File: config.mk
export PLATFORM = sky130hd
export DESIGN_NAME = irq_tree_ctrl
export DESIGN_NICKNAME = d
export VERILOG_FILES = /design/src/rtl/irq_tree_pkg.sv /design/src/rtl/irq_line_cell.sv /design/src/rtl/irq_status_tree.sv /design/src/rtl/irq_tree_ctrl.sv
export SDC_FILE = /design/constraint.sdc
export NUM_CORES = 1
export LEC_CHECK = 0
export BUFFER_PORTS_ARGS = -buffer_cell sky130_fd_sc_hd__buf_4
export CORE_MARGIN = 3
export CORE_UTILIZATION = 55
export DETAILED_ROUTE_END_ITERATION = 10
export PLACE_DENSITY_LB_ADDON = 0.3
export SETUP_SLACK_MARGIN = 0.15
export SLEW_MARGIN = 40
export SYNTH_ARGS = -nofsm -noshare
export SYNTH_HDL_FRONTEND = slang
export SYNTH_HIERARCHICAL = 1
export SYNTH_SLANG_ARGS = --single-unit
File: constraint.sdc
create_clock -name clk -period 2.13 [get_ports clk]
set_input_delay 0.3195 -clock clk [delete_from_list [all_inputs] [get_ports clk]]
set_output_delay 0.3195 -clock clk [all_outputs]
set_load 0.1 [all_outputs]
File: src/rtl/irq_tree_pkg.sv
package irq_tree_pkg;
  localparam int OFS_ROOT   = 0;
  localparam int OFS_MASTER = 1;
  localparam int OFS_BSEL   = 5;
  localparam int OFS_LATCH  = 6;
  localparam int OFS_CFG    = 7;
  localparam int OFS_LIVE   = 8;
  localparam int MAX_MASTERS = 4;

  function automatic int blocks_for(input int lines);
    return (lines + 7) / 8;
  endfunction

  function automatic int masters_for(input int lines);
    int m;
    m = (blocks_for(lines) + 7) / 8;
    return (m > MAX_MASTERS) ? MAX_MASTERS : m;
  endfunction
endpackage

File: src/rtl/irq_line_cell.sv
module irq_line_cell (
  input  logic       clk,
  input  logic       rst_n,
  input  logic       raw_in,
  input  logic       cfg_we,
  input  logic [3:0] cfg_bits,
  output logic       level_o,
  output logic       pend_o
);
  logic s1, s2, prev;
  logic lvl_mode, mask_fall, mask_rise;
  logic rise_evt, fall_evt, set_evt, clr_evt;

  always_ff @(posedge clk or negedge rst_n) begin
    if (!rst_n) begin
      s1 <= 1'b0; s2 <= 1'b0; prev <= 1'b0;
    end else begin
      s1 <= raw_in; s2 <= s1; prev <= s2;
    end
  end

  assign rise_evt = s2 & ~prev;
  assign fall_evt = ~s2 & prev;
  assign clr_evt  = cfg_we & cfg_bits[3];
  assign set_evt  = lvl_mode ? ((s2 & ~mask_rise) | (~s2 & ~mask_fall))
                             : ((rise_evt & ~mask_rise) | (fall_evt & ~mask_fall));

  always_ff @(posedge clk or negedge rst_n) begin
    if (!rst_n) begin
      lvl_mode <= 1'b0; mask_fall <= 1'b1; mask_rise <= 1'b1;
    end else if (cfg_we) begin
      lvl_mode <= cfg_bits[0]; mask_fall <= cfg_bits[1]; mask_rise <= cfg_bits[2];
    end
  end

  always_ff @(posedge clk or negedge rst_n) begin
    if (!rst_n)       pend_o <= 1'b0;
    else if (clr_evt) pend_o <= 1'b0;
    else if (set_evt) pend_o <= 1'b1;
  end

  assign level_o = s2;

  assert_masked_quiet_R6: assert property (@(posedge clk) disable iff (!rst_n)
    (mask_rise && mask_fall && !pend_o) |=> !pend_o);
  assert_edge_sets_R6: assert property (@(posedge clk) disable iff (!rst_n)
    (!lvl_mode && !mask_rise && rise_evt && !clr_evt) |=> pend_o);
  assert_level_holds_R7: assert property (@(posedge clk) disable iff (!rst_n)
    (lvl_mode && pend_o && !clr_evt) |=> pend_o);
  assert_clear_wins_R8: assert property (@(posedge clk) disable iff (!rst_n)
    clr_evt |=> !pend_o);
endmodule

File: src/rtl/irq_status_tree.sv
module irq_status_tree #(
  parameter int NUM_BLOCKS  = 9,
  parameter int NUM_MASTERS = 2
) (
  input  logic [NUM_BLOCKS*8-1:0] pend_pad,
  output logic [3:0][7:0]         master_bytes,
  output logic [7:0]              root_byte
);
  localparam int SLOTS = NUM_MASTERS * 8;
  logic [SLOTS-1:0] blk_any;

  for (genvar b = 0; b < SLOTS; b++) begin : g_blk
    if (b < NUM_BLOCKS) begin : g_real
      assign blk_any[b] = |pend_pad[b*8 +: 8];
    end else begin : g_void
      assign blk_any[b] = 1'b0;
    end
  end

  for (genvar m = 0; m < 4; m++) begin : g_mst
    if (m < NUM_MASTERS) begin : g_real
      assign master_bytes[m] = blk_any[m*8 +: 8];
      assign root_byte[m+1]  = |blk_any[m*8 +: 8];
    end else begin : g_void
      assign master_bytes[m] = 8'h00;
      assign root_byte[m+1]  = 1'b0;
    end
  end
  assign root_byte[0]   = 1'b0;
  assign root_byte[7:5] = 3'b000;
endmodule

File: src/rtl/irq_tree_ctrl.sv
module irq_tree_ctrl
  import irq_tree_pkg::*;
#(
  parameter int NUM_LINES = 72
) (
  input  logic                 clk,
  input  logic                 rst_n,
  input  logic [NUM_LINES-1:0] irq_lines,
  input  logic [3:0]           addr,
  input  logic                 wr_en,
  input  logic                 rd_en,
  input  logic [7:0]           wdata,
  output logic [7:0]           rdata,
  output logic                 irq_out
);
  localparam int NUM_BLOCKS  = blocks_for(NUM_LINES);
  localparam int NUM_MASTERS = masters_for(NUM_LINES);
  localparam int PAD         = NUM_BLOCKS * 8;

  logic [7:0]     blk_sel;
  logic           sel_ok, cfg_hit;
  logic [PAD-1:0] pend_pad, live_pad;
  logic [3:0][7:0] master_bytes;
  logic [7:0]     root_byte, latch_byte, live_byte, rd_next;

  assign sel_ok  = int'(blk_sel) < NUM_BLOCKS;
  assign cfg_hit = wr_en && (addr == 4'(OFS_CFG)) && wdata[7] && sel_ok;

  for (genvar p = 0; p < PAD; p++) begin : g_line
    if (p < NUM_LINES) begin : g_real
      logic line_we;
      assign line_we = cfg_hit && (blk_sel == 8'(p / 8)) && (wdata[6:4] == 3'(p % 8));
      irq_line_cell u_cell (
        .clk(clk), .rst_n(rst_n), .raw_in(irq_lines[p]),
        .cfg_we(line_we), .cfg_bits(wdata[3:0]),
        .level_o(live_pad[p]), .pend_o(pend_pad[p])
      );
    end else begin : g_void
      assign live_pad[p] = 1'b0;
      assign pend_pad[p] = 1'b0;
    end
  end

  irq_status_tree #(.NUM_BLOCKS(NUM_BLOCKS), .NUM_MASTERS(NUM_MASTERS)) u_tree (
    .pend_pad(pend_pad), .master_bytes(master_bytes), .root_byte(root_byte)
  );

  always_comb begin
    latch_byte = 8'h00;
    live_byte  = 8'h00;
    for (int b = 0; b < NUM_BLOCKS; b++) begin
      if (int'(blk_sel) == b) begin
        latch_byte = pend_pad[b*8 +: 8];
        live_byte  = live_pad[b*8 +: 8];
      end
    end
  end

  always_comb begin
    rd_next = 8'h00;
    case (int'(addr))
      OFS_ROOT:       rd_next = root_byte;
      OFS_MASTER:     rd_next = master_bytes[0];
      OFS_MASTER + 1: rd_next = master_bytes[1];
      OFS_MASTER + 2: rd_next = master_bytes[2];
      OFS_MASTER + 3: rd_next = master_bytes[3];
      OFS_BSEL:       rd_next = blk_sel;
      OFS_LATCH:      rd_next = latch_byte;
      OFS_LIVE:       rd_next = live_byte;
      default:        rd_next = 8'h00;
    endcase
  end

  always_ff @(posedge clk or negedge rst_n) begin
    if (!rst_n) begin
      blk_sel <= 8'h00;
      rdata   <= 8'h00;
    end else begin
      if (wr_en && addr == 4'(OFS_BSEL)) blk_sel <= wdata;
      if (rd_en) rdata <= rd_next;
    end
  end

  assign irq_out = |root_byte;

  assert_sel_stable_R2: assert property (@(posedge clk) disable iff (!rst_n)
    !(wr_en && addr == 4'(OFS_BSEL)) |=> $stable(blk_sel));
  assert_unused_zero_R2: assert property (@(posedge clk) disable iff (!rst_n)
    (rd_en && int'(addr) > OFS_LIVE) |=> rdata == 8'h00);
  assert_irq_tracks_R3: assert property (@(posedge clk) disable iff (!rst_n)
    irq_out == (|pend_pad));
  assert_bad_sel_zero_R10: assert property (@(posedge clk) disable iff (!rst_n)
    (rd_en && !sel_ok && (addr == 4'(OFS_LATCH) || addr == 4'(OFS_LIVE))) |=> rdata == 8'h00);
endmodule

### Word level (Yosys, flattened, before mapping)

Index checks and enable logic that the tools add are counted.

| word-level totals | value |
|---|---|
| word-level logic and storage cells | 1,879 |
| flip-flop bits (word level) | 520 |

| cells by class | value |
|---|---|
| equality and inequality tests | 29 |
| magnitude comparators | 1 |
| reductions and logical operators | 172 |
| bitwise gates (word level) | 936 |
| multiplexer cells | 235 |

Operators with widths:

| cell | number |
|---|---|
| $and 1x1->1 | 504 |
| $not 1->1 | 288 |
| $mux 1 | 216 |
| $mux 8 | 18 |
| $or 1x1->1 | 144 |
| $reduce_bool 2->1 | 72 |
| $logic_and 1x1->1 | 85 |
| $reduce_or 72->1 | 1 |
| $reduce_or 8->1 | 9 |
| $reduce_or 64->1 | 1 |
| $eq 8x3->1 const B | 6 |
| $pmux 8 s6 | 1 |
| $eq 8x4->1 const B | 5 |
| $eq 8x2->1 const B | 3 |
| $logic_not 8->1 | 2 |
| $eq 3x3->1 const B | 4 |
| $eq 4x3->1 const B | 3 |
| $eq 8x1->1 const B | 1 |
| $eq 8x5->1 const B | 1 |
| $lt 8x4->1 const B | 1 |
| $eq 3x2->1 const B | 2 |
| $eq 4x1->1 const B | 1 |
| $eq 4x2->1 const B | 1 |
| $eq 4x4->1 const B | 1 |
| 3 further kinds | 3 |

### Logic depth before layout (Yosys ltp)

| logic depth | value |
|---|---|
| depth after elaboration | 11 |
| gate-level depth with buffers | 10 |

### Modules after synthesis

Netlist, hierarchy kept.

Modules (own cells, without submodules):

| module | area an instance (um2) | cells each | times used |
|---|---|---|---|
| irq_line_cell | 246.5 | 16 | 72 |
| irq_tree_ctrl | 3,114.2 | 396 | 1 |
| irq_status_tree | 457.9 | 63 | 1 |

### Worst setup path before layout

Ideal clock, no wire load.

| timing | value |
|---|---|
| kind | register to output |
| from | register g_line[9].g_real.u_cell.pend_o |
| to | output port irq_out |
| setup slack | -0.345 ns |
| data arrival time | 2.156 ns |
| cell stages (with the launch flop) | 6 |
| required time | 1.811 ns |
| buffers on the path | 0 |
| cell sequence | dfrtp_1 -> nor4_2 -> nand4_1 -> or4_1 -> nor4_1 -> nand2_1 |

| between the ends | value |
|---|---|
| cells in the longest elaborated chain, start to end | 1 |

Ends and longest elaborated chain:

| item | RTL line | text |
|---|---|---|
| start, declared | irq_line_cell.sv:8 | `output logic pend_o` |
| start signal, assigned | irq_line_cell.sv:37 | `if (!rst_n) pend_o <= 1'b0;` |
| start signal, assigned | irq_line_cell.sv:38 | `else if (clr_evt) pend_o <= 1'b0;` |
| start signal, assigned | irq_line_cell.sv:39 | `else if (set_evt) pend_o <= 1'b1;` |
| $reduce_or 72->1 | irq_tree_ctrl.sv:84 | `assign irq_out = \|root_byte;` |
| end, declared | irq_tree_ctrl.sv:14 | `output logic irq_out` |

No other way between the ends.

### Final worst setup path

| timing | value |
|---|---|
| from | register g_line[42].g_real.u_cell.pend_o |
| to | output port irq_out |

| between the ends | value |
|---|---|
| cells in the longest elaborated chain, start to end | 1 |

Ends and longest elaborated chain:

| item | RTL line |
|---|---|
| start, declared | irq_line_cell.sv:8 |
| start signal, assigned | irq_line_cell.sv:37 |
| start signal, assigned | irq_line_cell.sv:38 |
| start signal, assigned | irq_line_cell.sv:39 |
| $reduce_or 72->1 | irq_tree_ctrl.sv:84 |

No other way between the ends.

==> load_flow_metrics.sql <==
INSERT INTO impl_metrics (metric_group, metric, value, unit) VALUES
('run_status', 'run_status', 'finished with violations', ''),
('run_status', 'violations_in_the_final_reports', 'setup timing', ''),
('placement', 'place_hpwl', '37.25', 'mm'),
('cts', 'clkTransAtPathRegs', '0.07', 'ns'),
('die', 'die_height', '202.9', 'um'),
('synthesis', 'compound_gate_fraction_of_synth_area', '6.016', '%'),
('cts', 'clock-sinks', '520', ''),
('routing', 'route.detailed.wl_per_inst', '24.18', 'um'),
('cts', 'tritoncts', 'yes', ''),
('synthesis', 'synthesis.area', '21320', 'um2'),
('worst_setup_path', 'critPathTopFamily', 'simple AND/OR/NAND/NOR gates', ''),
('worst_setup_path', 'r2r_end', 'rdata[1]', ''),
('routing', 'detail_route.drc_violations', '0', ''),
('worst_hold_path', 'hp_start', 'wdata[5]', ''),
('synthesis', 'yosysTopAreaCellShare', '44.13', '%'),
('synthesis', 'synth_sequential_area_ratio', '61.88', '%'),
('worst_setup_path', 'worstPathBufferInverterCount', '2', ''),
('timing', 'slew_headroom', '61.80', '%'),
('synthesis', 'ys_dominant_reg_cell', 'dfrtp_1', ''),
('worst_setup_path', 'cp_max_fo', '2', ''),
('power', 'swShare', '25.08', '%'),
('worst_setup_path', 'worstRegToRegCells', '9', ''),
('timing', 'maxClockFrequency', '0.3320', 'GHz'),
('die', 'die_area', '41160', 'um2'),
('worst_hold_path', 'hold_worst_path_end', 'blk_sel[5]', ''),
('grt', 'via_count_of_the_first_global_routing_pass', '16583', ''),
('timing', 'layout_worst_path_cycle_share', '141.4', '%'),
('die', 'floorplan.core_area', '37930', 'um2'),
('timing', 'hold-worst-slack', '0.03492', 'ns'),
('synthesis', 'synth.avg_cell_area', '13.23', 'um2'),
('cts', 'clock_insertion_delay_worst_skew', '0.60', 'ns'),
('worst_setup_path', 'worst_path_largest_cell_delay', '0.53', 'ns'),
('worst_setup_path', 'rrSetupSlack', '-0.50', 'ns'),
('flow_run', 'cap_viol_max_count', '0', ''),
('synthesis', 'yosys_warnings', '6', ''),
('power', 'pwr-share-comb', '12.8', '%'),
('synthesis', 'yosys.cell_types.count', '65', ''),
('worst_setup_path', 'critical_path.reg2reg.startpoint', 'g_line[42].g_real.u_cell/pend_o', ''),
('final_layout', 'syn2layout_area_growth', '37.54', '%'),
('grt', 'grt_use_total', '30.77', '%'),
('timing', 'worst_pin_slew', '0.5705', 'ns'),
('cts', 'ctsLongestPathBuffers', '3', ''),
('die', 'fp-row-count', '71', ''),
('power', 'power.sequential.fraction', '45.6', '%'),
('die', 'die_width', '202.9', 'um'),
('routing', 'vias', '15496', ''),
('placement', 'port_buffers', '96', ''),
('power', 'power.leakage', '12.11', 'nW'),
('cts', 'cts_max_level', '2', ''),
('worst_setup_path', 'cp-end-kind', 'output pin', ''),
('timing', 'postLayoutSetupSlackWorst', '-0.8821', 'ns'),
('synthesis', 'yosys-mux-area-fraction', '15.68', '%'),
('power', 'p_int', '17.15', 'mW'),
('routing', 'detailed_route_wl', '62.93', 'mm'),
('power', 'share_clk_of_total_power', '41.6', '%'),
('worst_setup_path', 'crit_type', 'reg2out', ''),
('timing', 'final-max-slew-violation-count', '0', ''),
('synthesis', 'post_synth_most_frequent_cells', 'dfrtp_1, mux2_1, nor2_1', ''),
('die', 'starting_density_of_the_core', '56.20', '%'),
('routing', 'detailedRoute.firstIterationViolations', '1126', ''),
('timing', 'setup_viol', '176', ''),
('worst_setup_path', 'cp_slowest_cell', 'or4_4', ''),
('timing', 'total_count_of_hold_check_failures_in_the_final_report', '0', ''),
('cts', 'clock_tree.root_cell', 'clkbuf_16', ''),
('placement', 'place.gp.congestion', '0.9462', ''),
('grt', 'grt_pass1_wl', '97.47', 'mm'),
('final_layout', 'post_layout_nonfiller_instances', '2602', ''),
('synthesis', 'post_synthesis_adder_cell_area_fraction', '0', '%'),
('grt', 'grt_antenna_before_repair', '1', ''),
('die', 'design.portCount', '97', ''),
('synthesis', 'synthCells', '1611', '');
layer usage:
layer / track usage, % / vias up / part of all wire (%)
met5: 0 / - / 0
met4: 13.93 / 0 / 5.1
met3: 4.810 / 192 / 6.7
met2: 49.33 / 652 / 48
met1: 41.95 / 8010 / 40
li1: - / 6642 / -
worst max-delay path by stage:
stage                                    startpoint                           endpoint  slack [ns]
finish              g_line[42].g_real.u_cell/pend_o                            irq_out       -0.88
global route        g_line[61].g_real.u_cell/pend_o                            irq_out       -0.93
CTS                 g_line[62].g_real.u_cell/pend_o                            irq_out       -0.89
detailed placement  g_line[61].g_real.u_cell/pend_o                            irq_out       -0.58
global placement    g_line[61].g_real.u_cell/pend_o                            irq_out       -0.51
floorplan                                blk_sel[7]  g_line[30].g_real.u_cell/lvl_mode       -0.22
cells by family after synthesis:
family	after synthesis
compound gates	166
buf+inv	72
flops	520
mux	274
other cells	1
simple gates	578
registers in the layout (all words and copies together) (netlist names):
register / flops
g_line.g_real.u_cell/lvl_mode: 72
g_line.g_real.u_cell/s1: 72
rdata: 8
blk_sel: 8
g_line.g_real.u_cell/mask_fall: 72
g_line.g_real.u_cell/level_o: 72
g_line.g_real.u_cell/pend_o: 72
g_line.g_real.u_cell/prev: 72
g_line.g_real.u_cell/mask_rise: 72
cells in the final DEF, fill, tap and decap left out, drive strengths merged, types with 13 or more instances in the layout:
| cell | instances |
|---|---|
| o31a | 72 |
| nor2 | 162 |
| nor3 | 81 |
| buf | 349 |
| nor3b | 75 |
| nor2b | 74 |
| conb | 29 |
| nand2 | 109 |
| clkbuf | 77 |
| mux4 | 23 |
| mux2 | 241 |
| dlygate4sd3 | 74 |
| a21oi | 17 |
| nor4 | 21 |
| clkinv | 13 |
| dfstp | 144 |
| dfrtp | 376 |
| nand3 | 16 |
through the flow:
stage	worst slack, ns	instance area, um2	TNS (ns)
floorplan	-0.2159	21790	-17.71
global placement	-0.5093	24430	-5.268
detailed placement	-0.5763	24430	-7.358
CTS	-0.8857	28900	-2.396
global route	-0.9337	29320	-29.29
finish	-0.8821	29320	-12.18
what timing repair did:
action,in CTS,in global routing
endpoints found under the setup margin,275,296
setup buffers,35,8
endpoints found under the hold margin,105,0
pin swaps,66,48
hold buffers,74,0
gates cloned,3,0
gates resized for setup,417,85
area by class of cell:
type | instances | area, um2 | area share (%)
antenna | 1 | 2.502 | 0.008534
clock buffer | 76 | 1563 | 5.329
clock inverter | 19 | 225.2 | 0.7680
inverter | 3 | 11.26 | 0.03840
multi-input combinational | 1047 | 9664 | 32.96
sequential | 520 | 13200 | 45.00
tap | 511 | 639.4 | 2.180
timing repair buffer | 425 | 4021 | 13.71
power by group through the flow:
stage	clock network, mW	logic, mW	registers [mW]
final	9.52	2.94	10.4
after global routing	10.1	3.08	10.4
after CTS	9.62	2.74	10.4
after detailed placement	0	2.27	10.6
after global placement	0	2.25	10.6
after floorplan	0	1.15	10.6
(Power assumes the default switching activity.)
